<file path="config.mk">
export PLATFORM = sky130hd
export DESIGN_NAME = bsel_cache_indexer
export DESIGN_NICKNAME = d
export VERILOG_FILES = /design/src/rtl/bsel_pkg.sv /design/src/rtl/bsel_mask_reg.sv /design/src/rtl/bsel_index_pick.sv /design/src/rtl/bsel_tag_store.sv /design/src/rtl/bsel_cache_indexer.sv
export SDC_FILE = /design/constraint.sdc
export NUM_CORES = 1
export LEC_CHECK = 0
export ABC_AREA = 1
export BUFFER_PORTS_ARGS = -buffer_cell sky130_fd_sc_hd__clkbuf_2
export CORE_UTILIZATION = 55
export DETAILED_ROUTE_END_ITERATION = 8
export HOLD_SLACK_MARGIN = 0.05
export PLACE_DENSITY = 0.73
export SLEW_MARGIN = 20
export SYNTH_ARGS = -nofsm -noshare
export SYNTH_HDL_FRONTEND = slang
export SYNTH_SLANG_ARGS = --single-unit
</file>
<file path="constraint.sdc">
create_clock -name clk -period 3.04 [get_ports clk]
set_input_delay 0.152 -clock clk [delete_from_list [all_inputs] [get_ports clk]]
set_output_delay 0.152 -clock clk [all_outputs]
set_load 0.005 [all_outputs]
</file>
<file path="src/rtl/bsel_pkg.sv">
package bsel_pkg;
    // population count of a mask up to 32 bits wide
    function automatic int unsigned ones32(input logic [31:0] v);
        int unsigned n;
        n = 0;
        for (int i = 0; i < 32; i++) n += int'(v[i]);
        return n;
    endfunction
endpackage

</file>
<file path="src/rtl/bsel_mask_reg.sv">
module bsel_mask_reg #(
    parameter int Z = 10,
    parameter int M = 3
) (
    input  logic         clk,
    input  logic         rst_n,
    input  logic         cfg_we,
    input  logic [Z-1:0] cfg_mask,
    output logic [Z-1:0] mask_o,
    output logic         accept_o
);
    import bsel_pkg::*;
    localparam logic [Z-1:0] DEF_MASK = Z'((64'd1 << M) - 64'd1);

    logic [Z-1:0] mask_q;

    always_comb accept_o = cfg_we && (ones32(32'(cfg_mask)) == M);

    always_ff @(posedge clk or negedge rst_n) begin
        if (!rst_n)        mask_q <= DEF_MASK;
        else if (accept_o) mask_q <= cfg_mask;
    end

    assign mask_o = mask_q;


    reject_keeps_mask_chk: assert property (@(posedge clk) disable iff (!rst_n)
        (cfg_we && $countones(cfg_mask) != M) |=> $stable(mask_q));

    accept_loads_mask_chk: assert property (@(posedge clk) disable iff (!rst_n)
        (cfg_we && $countones(cfg_mask) == M) |=> (mask_q == $past(cfg_mask)));
endmodule

</file>
<file path="src/rtl/bsel_index_pick.sv">
module bsel_index_pick #(
    parameter int Z = 10,
    parameter int M = 3
) (
    input  logic [Z-1:0] key_i,
    input  logic [Z-1:0] mask_i,
    output logic [M-1:0] idx_o
);
    // walk from the top so the lowest selected bit ends at position 0
    always_comb begin
        idx_o = '0;
        for (int k = Z - 1; k >= 0; k--) begin
            if (mask_i[k]) idx_o = (idx_o << 1) | M'(key_i[k]);
        end
    end
endmodule

</file>
<file path="src/rtl/bsel_tag_store.sv">
module bsel_tag_store #(
    parameter int Z = 10,
    parameter int M = 3
) (
    input  logic         clk,
    input  logic         rst_n,
    input  logic         flush_i,
    input  logic         req_i,
    input  logic [M-1:0] idx_i,
    input  logic [Z-1:0] key_i,
    output logic         hit_o
);
    localparam int LINES = 1 << M;

    logic [LINES-1:0] valid_q;
    logic [Z-1:0]     tag_q [LINES];

    always_comb hit_o = req_i && valid_q[idx_i] && (tag_q[idx_i] == key_i);

    always_ff @(posedge clk or negedge rst_n) begin
        if (!rst_n) begin
            valid_q <= '0;
        end else if (flush_i) begin
            valid_q <= '0;
        end else if (req_i && !hit_o) begin
            valid_q[idx_i] <= 1'b1;
        end
    end

    always_ff @(posedge clk) begin
        if (!flush_i && req_i && !hit_o) tag_q[idx_i] <= key_i;
    end


    flush_clears_all_chk: assert property (@(posedge clk) disable iff (!rst_n)
        flush_i |=> (valid_q == '0));

    idle_no_fill_chk: assert property (@(posedge clk) disable iff (!rst_n)
        (!req_i && !flush_i) |=> $stable(valid_q));
endmodule

</file>
<file path="src/rtl/bsel_cache_indexer.sv">
module bsel_cache_indexer #(
    parameter int ADDR_W   = 12,
    parameter int OFFSET_W = 2,
    parameter int INDEX_W  = 3
) (
    input  logic                         clk,
    input  logic                         rst_n,
    input  logic                         cfg_we,
    input  logic [ADDR_W-OFFSET_W-1:0]   cfg_mask,
    input  logic                         req_valid,
    input  logic [ADDR_W-1:0]            req_addr,
    output logic                         rsp_hit,
    output logic [INDEX_W-1:0]           rsp_index
);
    localparam int Z = ADDR_W - OFFSET_W;

    logic [Z-1:0] key;
    logic [Z-1:0] mask;
    logic         accept;

    assign key = req_addr[ADDR_W-1:OFFSET_W];

    bsel_mask_reg #(.Z(Z), .M(INDEX_W)) u_mask (
        .clk      (clk),
        .rst_n    (rst_n),
        .cfg_we   (cfg_we),
        .cfg_mask (cfg_mask),
        .mask_o   (mask),
        .accept_o (accept)
    );

    bsel_index_pick #(.Z(Z), .M(INDEX_W)) u_pick (
        .key_i  (key),
        .mask_i (mask),
        .idx_o  (rsp_index)
    );

    bsel_tag_store #(.Z(Z), .M(INDEX_W)) u_tags (
        .clk     (clk),
        .rst_n   (rst_n),
        .flush_i (accept),
        .req_i   (req_valid),
        .idx_i   (rsp_index),
        .key_i   (key),
        .hit_o   (rsp_hit)
    );


    no_hit_when_idle_chk: assert property (@(posedge clk) disable iff (!rst_n)
        !req_valid |-> !rsp_hit);

    miss_after_flush_chk: assert property (@(posedge clk) disable iff (!rst_n)
        accept |=> !rsp_hit);

    refill_then_hit_chk: assert property (@(posedge clk) disable iff (!rst_n)
        ($past(req_valid && !rsp_hit && !accept && !cfg_we) && req_valid && !cfg_we
         && req_addr == $past(req_addr)) |-> rsp_hit);

    default_low_bits_chk: assert property (@(posedge clk) disable iff (!rst_n)
        (mask == Z'((64'd1 << INDEX_W) - 64'd1)) |-> (rsp_index == key[INDEX_W-1:0]));
endmodule

</file>
==> results.py, run 1 <==
metrics = {
    "clocking": {
        "clkSlewWorstSetupHoldPaths_ps": 100,
        "root_buf_cell": "clkbuf_8",
        "worstSkewPairLatency_ps": 360,
        "maximum_count_of_clock_buffers_along_a_single_path": 2,
        "tritoncts_clock_tree": "yes",
        "cts-buffers-inserted": 9,
        "numClockSinks": 98,
        "clock_tree.htree_level_count": 3,
    },
    "timing": {
        "finalSetupTns_ps": -46370,
        "maxSlewViolCount": 0,
        "rsz0062_at_grt": "yes",
        "tightestPinTransition_ps": 655,
        "final_critical_path_setup_slack_ps": -538,
        "setup_violations": 99,
        "fin_crit_sh_pct": 118,
        "fin_hold_ws_ps": 60.7,
        "worst_clock_skew_ps": 15.5,
        "max-slew-margin-rel_pct": 56.2,
        "timing.fmax_mhz": 280,
        "finalCriticalPeriod_ps": 3580,
        "hold_viol": 0,
    },
    "worst_setup_path": {
        "timing_worst_setup_path_type": "input port to flop",
        "critical_path.reg2reg.startpoint": "u_mask.mask_o[8]",
        "cp.arrival_ps": 3650,
        "rr_endpoint": "u_tags.tag_q[2][3]",
        "critPathCaptureType": "flop",
        "crit_path_end": "u_tags.tag_q[2][3]",
        "critical_path_required_ps": 3110,
        "cp-startpoint": "cfg_mask[1]",
        "crit_fanout": 6,
        "startpoint_type": "input port",
        "r2r.worst_path.cells": 26,
        "timing.reg2reg.setup_slack_ps": -410,
    },
    "placement": {
        "hpwl_mm": 10.2,
        "placement.io_buffers": 27,
        "globalplace.congestion": 0.921,
    },
    "power": {
        "power_frac_seq_pct": 29.9,
        "p_leak_uw": 0.00309,
        "peakVddDrop_v": 0.000568,
        "combPwrFrac_pct": 56.6,
        "p_sw_share_pct": 45.8,
        "clock_share_of_power_pct": 13.5,
        "power.density_nw_per_um2": 1030,
        "cell_internal_power_dissipation_uw": 3700,
        "p_sw_uw": 3130,
    },
    "yosys": {
        "synth_async_sr_flop_share_pct": 18.4,
        "dominant_cell_by_count_in_the_synthesized_netlist": "nand2_1",
        "avgSynthCellArea_um2": 8.64,
        "post_synth_num_cell_types": 29,
        "synth_top_area_share_pct": 44.8,
        "synth_seq_cells": 98,
        "synth_top_cells_by_area": "edfxtp_1 45%, nand2_1 16%, dfrtp_1 7.0%",
        "synth_fp_nets": 658,
        "synth_enable_flop_cells": 80,
        "synthesis.area_um2": 5370,
        "yosys-top-cells-count": "228 x nand2_1, 94 x inv_1, 80 x edfxtp_1",
        "synth_seq_area_share_pct": 53.2,
        "synth_cells": 621,
        "synth.yosys.warnings": 0,
        "ys.flop_type": "edfxtp_1",
        "synth.largest_area_cell": "edfxtp_1",
    },
    "cells_and_area": {
        "fin_nets": 748,
        "area_delta_synth_final_pct": 23.2,
        "layout.core_utilization_pct": 70.9,
        "n_antenna_cell": 0,
        "post_route_cells_drive_above_1_share_pct": 22.6,
    },
    "status": {
        "violations_in_the_final_reports": "setup timing",
        "outcome": "finished, violations left",
    },
    "grt": {
        "via_count_of_the_first_global_routing_pass": 4646,
        "grt_max_degree": 28,
        "groute.usage.overall_pct": 31.6,
        "grt_overflow": 0,
        "grt_pass1_wl_mm": 23.5,
        "antenna_found_initial": 0,
    },
    "drt": {
        "ant_nets": 0,
        "num_vias": 4731,
        "wire_per_inst_um": 18.3,
        "first_pass_iters": 6,
        "remaining_drc_errors": 0,
        "route.detailed.vias_per_inst": 5.60,
        "drt_first_iter_violations": 536,
        "postRouteWirelength_mm": 15.5,
    },
    "min_path": {
        "worst_hold_path_type": "input port to flop",
    },
    "die": {
        "die_w_um": 101,
        "die_area_um2": 10200,
        "floorplan.core_area_um2": 9330,
        "pin_count": 30,
        "num_rows": 35,
        "die_height_um": 101,
        "initial_utilization_pct": 57.5,
    },
    "job": {
        "drv.max_cap_violation_count": 0,
    },
}
worst min path at each step:
stage / from / to / slack, ps / depth (start not counted)
4_1_cts: req_addr[2] / u_tags.tag_q[0][0] / 50 / 1
3_3_place_gp: rst_n / u_mask.mask_o[4] / 140 / 1
3_5_place_dp: rst_n / u_mask.mask_o[4] / 140 / 1
2_1_floorplan: rst_n / u_mask.mask_o[3] / -140 / 0
5_1_grt: req_addr[2] / u_tags.tag_q[0][0] / 60 / 1
6_report: req_addr[2] / u_tags.tag_q[0][0] / 60 / 1
kinds of logic after synthesis:
group | synth area share, %
simple gates | 30.8
compound gates | 3.20
buf+inv | 9.33
fa+ha+maj | 3.40
flops | 53.2
state kept, by name, summed over array words and instances (netlist names):
name,cells
u_mask.mask_o,10
u_tags.tag_q,80
u_tags.valid_q,8
area by class of cell:
class / count / area (um^2)
Inverter: 97 / 399
Clock buffer: 11 / 131
Multi-Input combinational cell: 411 / 2200
Sequential cell: 98 / 2860
Fill cell: 688 / 2720
Tap cell: 129 / 161
Clock inverter: 5 / 81.3
Timing Repair inverter: 8 / 60.1
Timing Repair Buffer: 86 / 721
cells in the final DEF (no fill, tap or decap), types with 3 or more instances in the layout:
master      netlist  layout
clkinvlp_4        0      17
nand3_4           1      10
nand3_1          54      54
nor2_4            1       3
dfstp_2           3       3
fa_1              6       5
o21ai_1          17      18
a21oi_1           3       3
clkbuf_8          0       9
buf_12            0       5
nand2_2           0       6
o21ai_0           8       6
nand2_4           4       3
clkbuf_2          0      25
dfrtp_1          15      15
edfxtp_1         80      80
nor2_1           48      46
nand2_1         228     222
nand3_2          20      11
buf_6             6      10
nand3b_1          9       9
ha_1              5       4
inv_1            94      85
nand2_8           0       3
buf_4             6      41
stage by stage:
step                      cell area (um^2)  setup slack [ps]  total power (uW)  instances
after floorplan                       5430              -648              4390        621
after global placement                5990             -1010              5320        807
after detailed placement              5990             -1050              5430        807
after CTS                             6420              -502              6540        834
after global routing                  6610              -630              7250        845
final                                 6610              -538              6830        845
what timing repair did:
action,CTS,global route
setup buffers,1,13
hold buffers,2,0
resized for setup,28,22
setup endpoints to repair,99,99
gates cloned,8,3
pin swaps,5,5
hold endpoints to repair,16,0
metal layers:
layer  vias to the layer above  GRT usage [%]  share of wire [%]
li1                       2155              -                  -
met1                      2202           40.5                 37
met2                       312           53.3                 48
met3                        62           5.48                 10
met4                         0           13.2                4.5
met5                         -              0                  0
worst max-delay path: stages:
cell        delay (ps)
buf_8              100
ha_4               250
inv_2               30
fa_1               450
fa_1               500
fa_1               430
fa_2               370
fa_1               490
nor2_1              40
nand3b_1           120
nor2_4              60
a21boi_4           190
buf_12             180
nand3_4            120
clkinvlp_4         160
power groups by stage:
stage               Sequential (uW)  Clock, uW  Combinational (uW)
finish                         2040        920                3870
global route                   2080        967                4200
CTS                            2040        922                3580
detailed placement             2060          0                3370
global placement               2050          0                3270
floorplan                      2000          0                2390
Note: power is estimated with default switching activity, not from simulation.
==> run 2, diff against run 1 <==
--- a/config.mk
+++ b/config.mk
@@ -7,10 +7,10 @@
 export LEC_CHECK = 0
 export ABC_AREA = 1
 export BUFFER_PORTS_ARGS = -buffer_cell sky130_fd_sc_hd__clkbuf_2
-export CORE_UTILIZATION = 55
+export CORE_UTILIZATION = 61
 export DETAILED_ROUTE_END_ITERATION = 8
 export HOLD_SLACK_MARGIN = 0.05
-export PLACE_DENSITY = 0.73
+export PLACE_DENSITY = 0.8
 export SLEW_MARGIN = 20
 export SYNTH_ARGS = -nofsm -noshare
 export SYNTH_HDL_FRONTEND = slang
==> run 2 against run 1 <==
Effect of this change: critical path type unchanged; the run still ends with setup timing left; sequential power is 2% higher; total power is 19% higher; via count is 10% higher; first-iteration DRC count is 76% higher; highest routed layer unchanged; core utilization is 14 points higher; flip-flop and latch count stayed put; die area is 9.6% lower; largest cell class unchanged; final area is 7.9% higher; critical endpoint is now u_tags.tag_q[3][8].
==> results.py, run 2 (synthesized netlist as in run 1, its figures left out) <==
metrics = {
    "grt": {
        "grt_pass1_wl_mm": 26.3,
        "via_count_of_the_first_global_routing_pass": 4982,
        "grt_overflow": 0,
        "grt_max_degree": 23,
        "antenna_found_initial": 0,
        "groute.usage.overall_pct": 40.9,
    },
    "worst_setup_path": {
        "rr_endpoint": "u_tags.tag_q[3][8]",
        "r2r.worst_path.cells": 27,
        "startpoint_type": "input port",
        "cp.arrival_ps": 3740,
        "timing_worst_setup_path_type": "input port to flop",
        "critical_path_required_ps": 3120,
        "critPathCaptureType": "flop",
        "cp-startpoint": "cfg_mask[1]",
        "critical_path.reg2reg.startpoint": "u_mask.mask_o[9]",
        "timing.reg2reg.setup_slack_ps": -590,
        "crit_fanout": 8,
    },
    "timing": {
        "tightestPinTransition_ps": 629,
        "worst_clock_skew_ps": 14.8,
        "final_critical_path_setup_slack_ps": -623,
        "timing.fmax_mhz": 273,
        "finalSetupTns_ps": -55790,
        "setup_violations": 99,
        "fin_hold_ws_ps": 52.5,
        "hold_viol": 0,
        "rsz0062_at_grt": "yes",
        "maxSlewViolCount": 0,
        "finalCriticalPeriod_ps": 3660,
        "fin_crit_sh_pct": 120,
        "max-slew-margin-rel_pct": 58.0,
    },
    "power": {
        "peakVddDrop_v": 0.000794,
        "power.density_nw_per_um2": 1140,
        "p_leak_uw": 0.00329,
    },
    "min_path": {
        "holdCritStartpoint": "cfg_mask[4]",
        "hold_end": "u_mask.mask_o[4]",
        "worst_hold_path.num_cells": 3,
        "worst_hold_path_type": "input port to flop",
    },
    "status": {
        "violations_in_the_final_reports": "setup timing",
        "outcome": "finished, violations left",
    },
    "clocking": {
        "worstSkewPairLatency_ps": 380,
        "maximum_count_of_clock_buffers_along_a_single_path": 2,
        "cts-buffers-inserted": 9,
        "root_buf_cell": "clkbuf_8",
        "clkSlewWorstSetupHoldPaths_ps": 90,
        "numClockSinks": 98,
        "clock_tree.htree_level_count": 3,
        "tritoncts_clock_tree": "yes",
    },
    "die": {
        "num_rows": 33,
        "die_area_um2": 9170,
        "initial_utilization_pct": 64.0,
        "floorplan.core_area_um2": 8380,
        "die_w_um": 95.8,
        "pin_count": 30,
        "die_height_um": 95.8,
    },
    "drt": {
        "first_pass_iters": 6,
        "route.detailed.vias_per_inst": 6.21,
        "wire_per_inst_um": 21.5,
        "drt_first_iter_violations": 943,
        "ant_nets": 0,
        "num_vias": 5219,
        "postRouteWirelength_mm": 18.1,
        "remaining_drc_errors": 0,
    },
    "placement": {
        "placed_insts": 783,
        "globalplace.congestion": 0.953,
        "placement.io_buffers": 27,
        "hpwl_mm": 10.3,
    },
    "cells_and_area": {
        "fin_nets": 768,
        "fillers": 404,
        "largest_register_ffs": 80,
        "area_delta_synth_final_pct": 33.0,
        "mostFrequentLayoutCell": "nand2_1",
        "post_route_cells_drive_above_1_share_pct": 30.6,
        "n_antenna_cell": 0,
        "most-common-layout-cells": "197 x nand2_1, 84 x inv_1, 80 x edfxtp_1",
        "layout.core_utilization_pct": 85.1,
        "registers.top_by_ff_count": "u_tags.tag_q",
        "post_layout_nonfiller_instances": 841,
    },
    "job": {
        "drv.max_cap_violation_count": 0,
    },
}
## run 2: changes by cell type in the layout (fill, tap and decap cells not counted), sizes merged
cell    previous run  this run
buf               58        81
clkinv             3         1
nand2            234       232
inv               88        89
## run 2: repair_timing
action,CTS,global route
endpoints found under the setup margin,99,99
resized for setup,83,48
buffers inserted,21,7
gates cloned,17,0
hold endpoints to repair,15,2
hold buffers,1,1
pin swaps,28,11
## run 2: per-layer routing
metal	wire, um	GRT usage (%)	share of wire [%]	up-vias
li1	-	-	-	2199
met1	6060	48.9	34	2371
met2	8370	64.8	46	503
met3	2410	12.7	13	146
met4	1240	24.5	6.9	0
met5	0	0	0	-
## run 2: final cells by class
class	count	area (um^2)	area share, %
Clock inverter	4	76.3	1.07
Clock buffer	12	145	2.03
Multi-Input combinational cell	409	2370	33.2
Timing Repair Buffer	108	1090	15.2
Timing Repair inverter	8	60.1	0.842
Sequential cell	98	2860	40.1
Inverter	97	407	5.70
Tap cell	105	131	1.84
## run 2: worst max-delay path by stage
stage / endpoint / slack [ps] / cells after the start
final: u_tags.tag_q[3][8] / -620 / 15
after CTS: u_tags.tag_q[5][1] / -580 / 15
after global routing: rsp_hit / -750 / 27
after floorplan: u_tags.tag_q[0][0] / -650 / 13
after detailed placement: u_tags.tag_q[0][7] / -1140 / 14
after global placement: u_tags.tag_q[4][0] / -1030 / 14
## run 2: stage by stage
stage	worst slack, ps	power (uW)	area, um^2
floorplan	-648	4390	5430
global placement	-1030	5360	5990
detailed placement	-1140	5530	5990
CTS	-580	7400	6940
global route	-753	8430	7130
finish	-623	8100	7130
## run 2: critical path, cell delays in order
cell and delay, ps:
buf_8 100, ha_4 250, inv_2 30, fa_1 460
fa_1 510, fa_1 430, fa_2 380, fa_1 520
nor2_2 50, nand3b_1 120, nor2_4 60, a21boi_4 180
buf_12 180, nand3_4 130, clkinvlp_4 170
## run 2: power breakdown
group          switching (uW)  internal [uW]
clock                     461            490
sequential                221           1870
combinational            3090           1970
total                    3770           4330
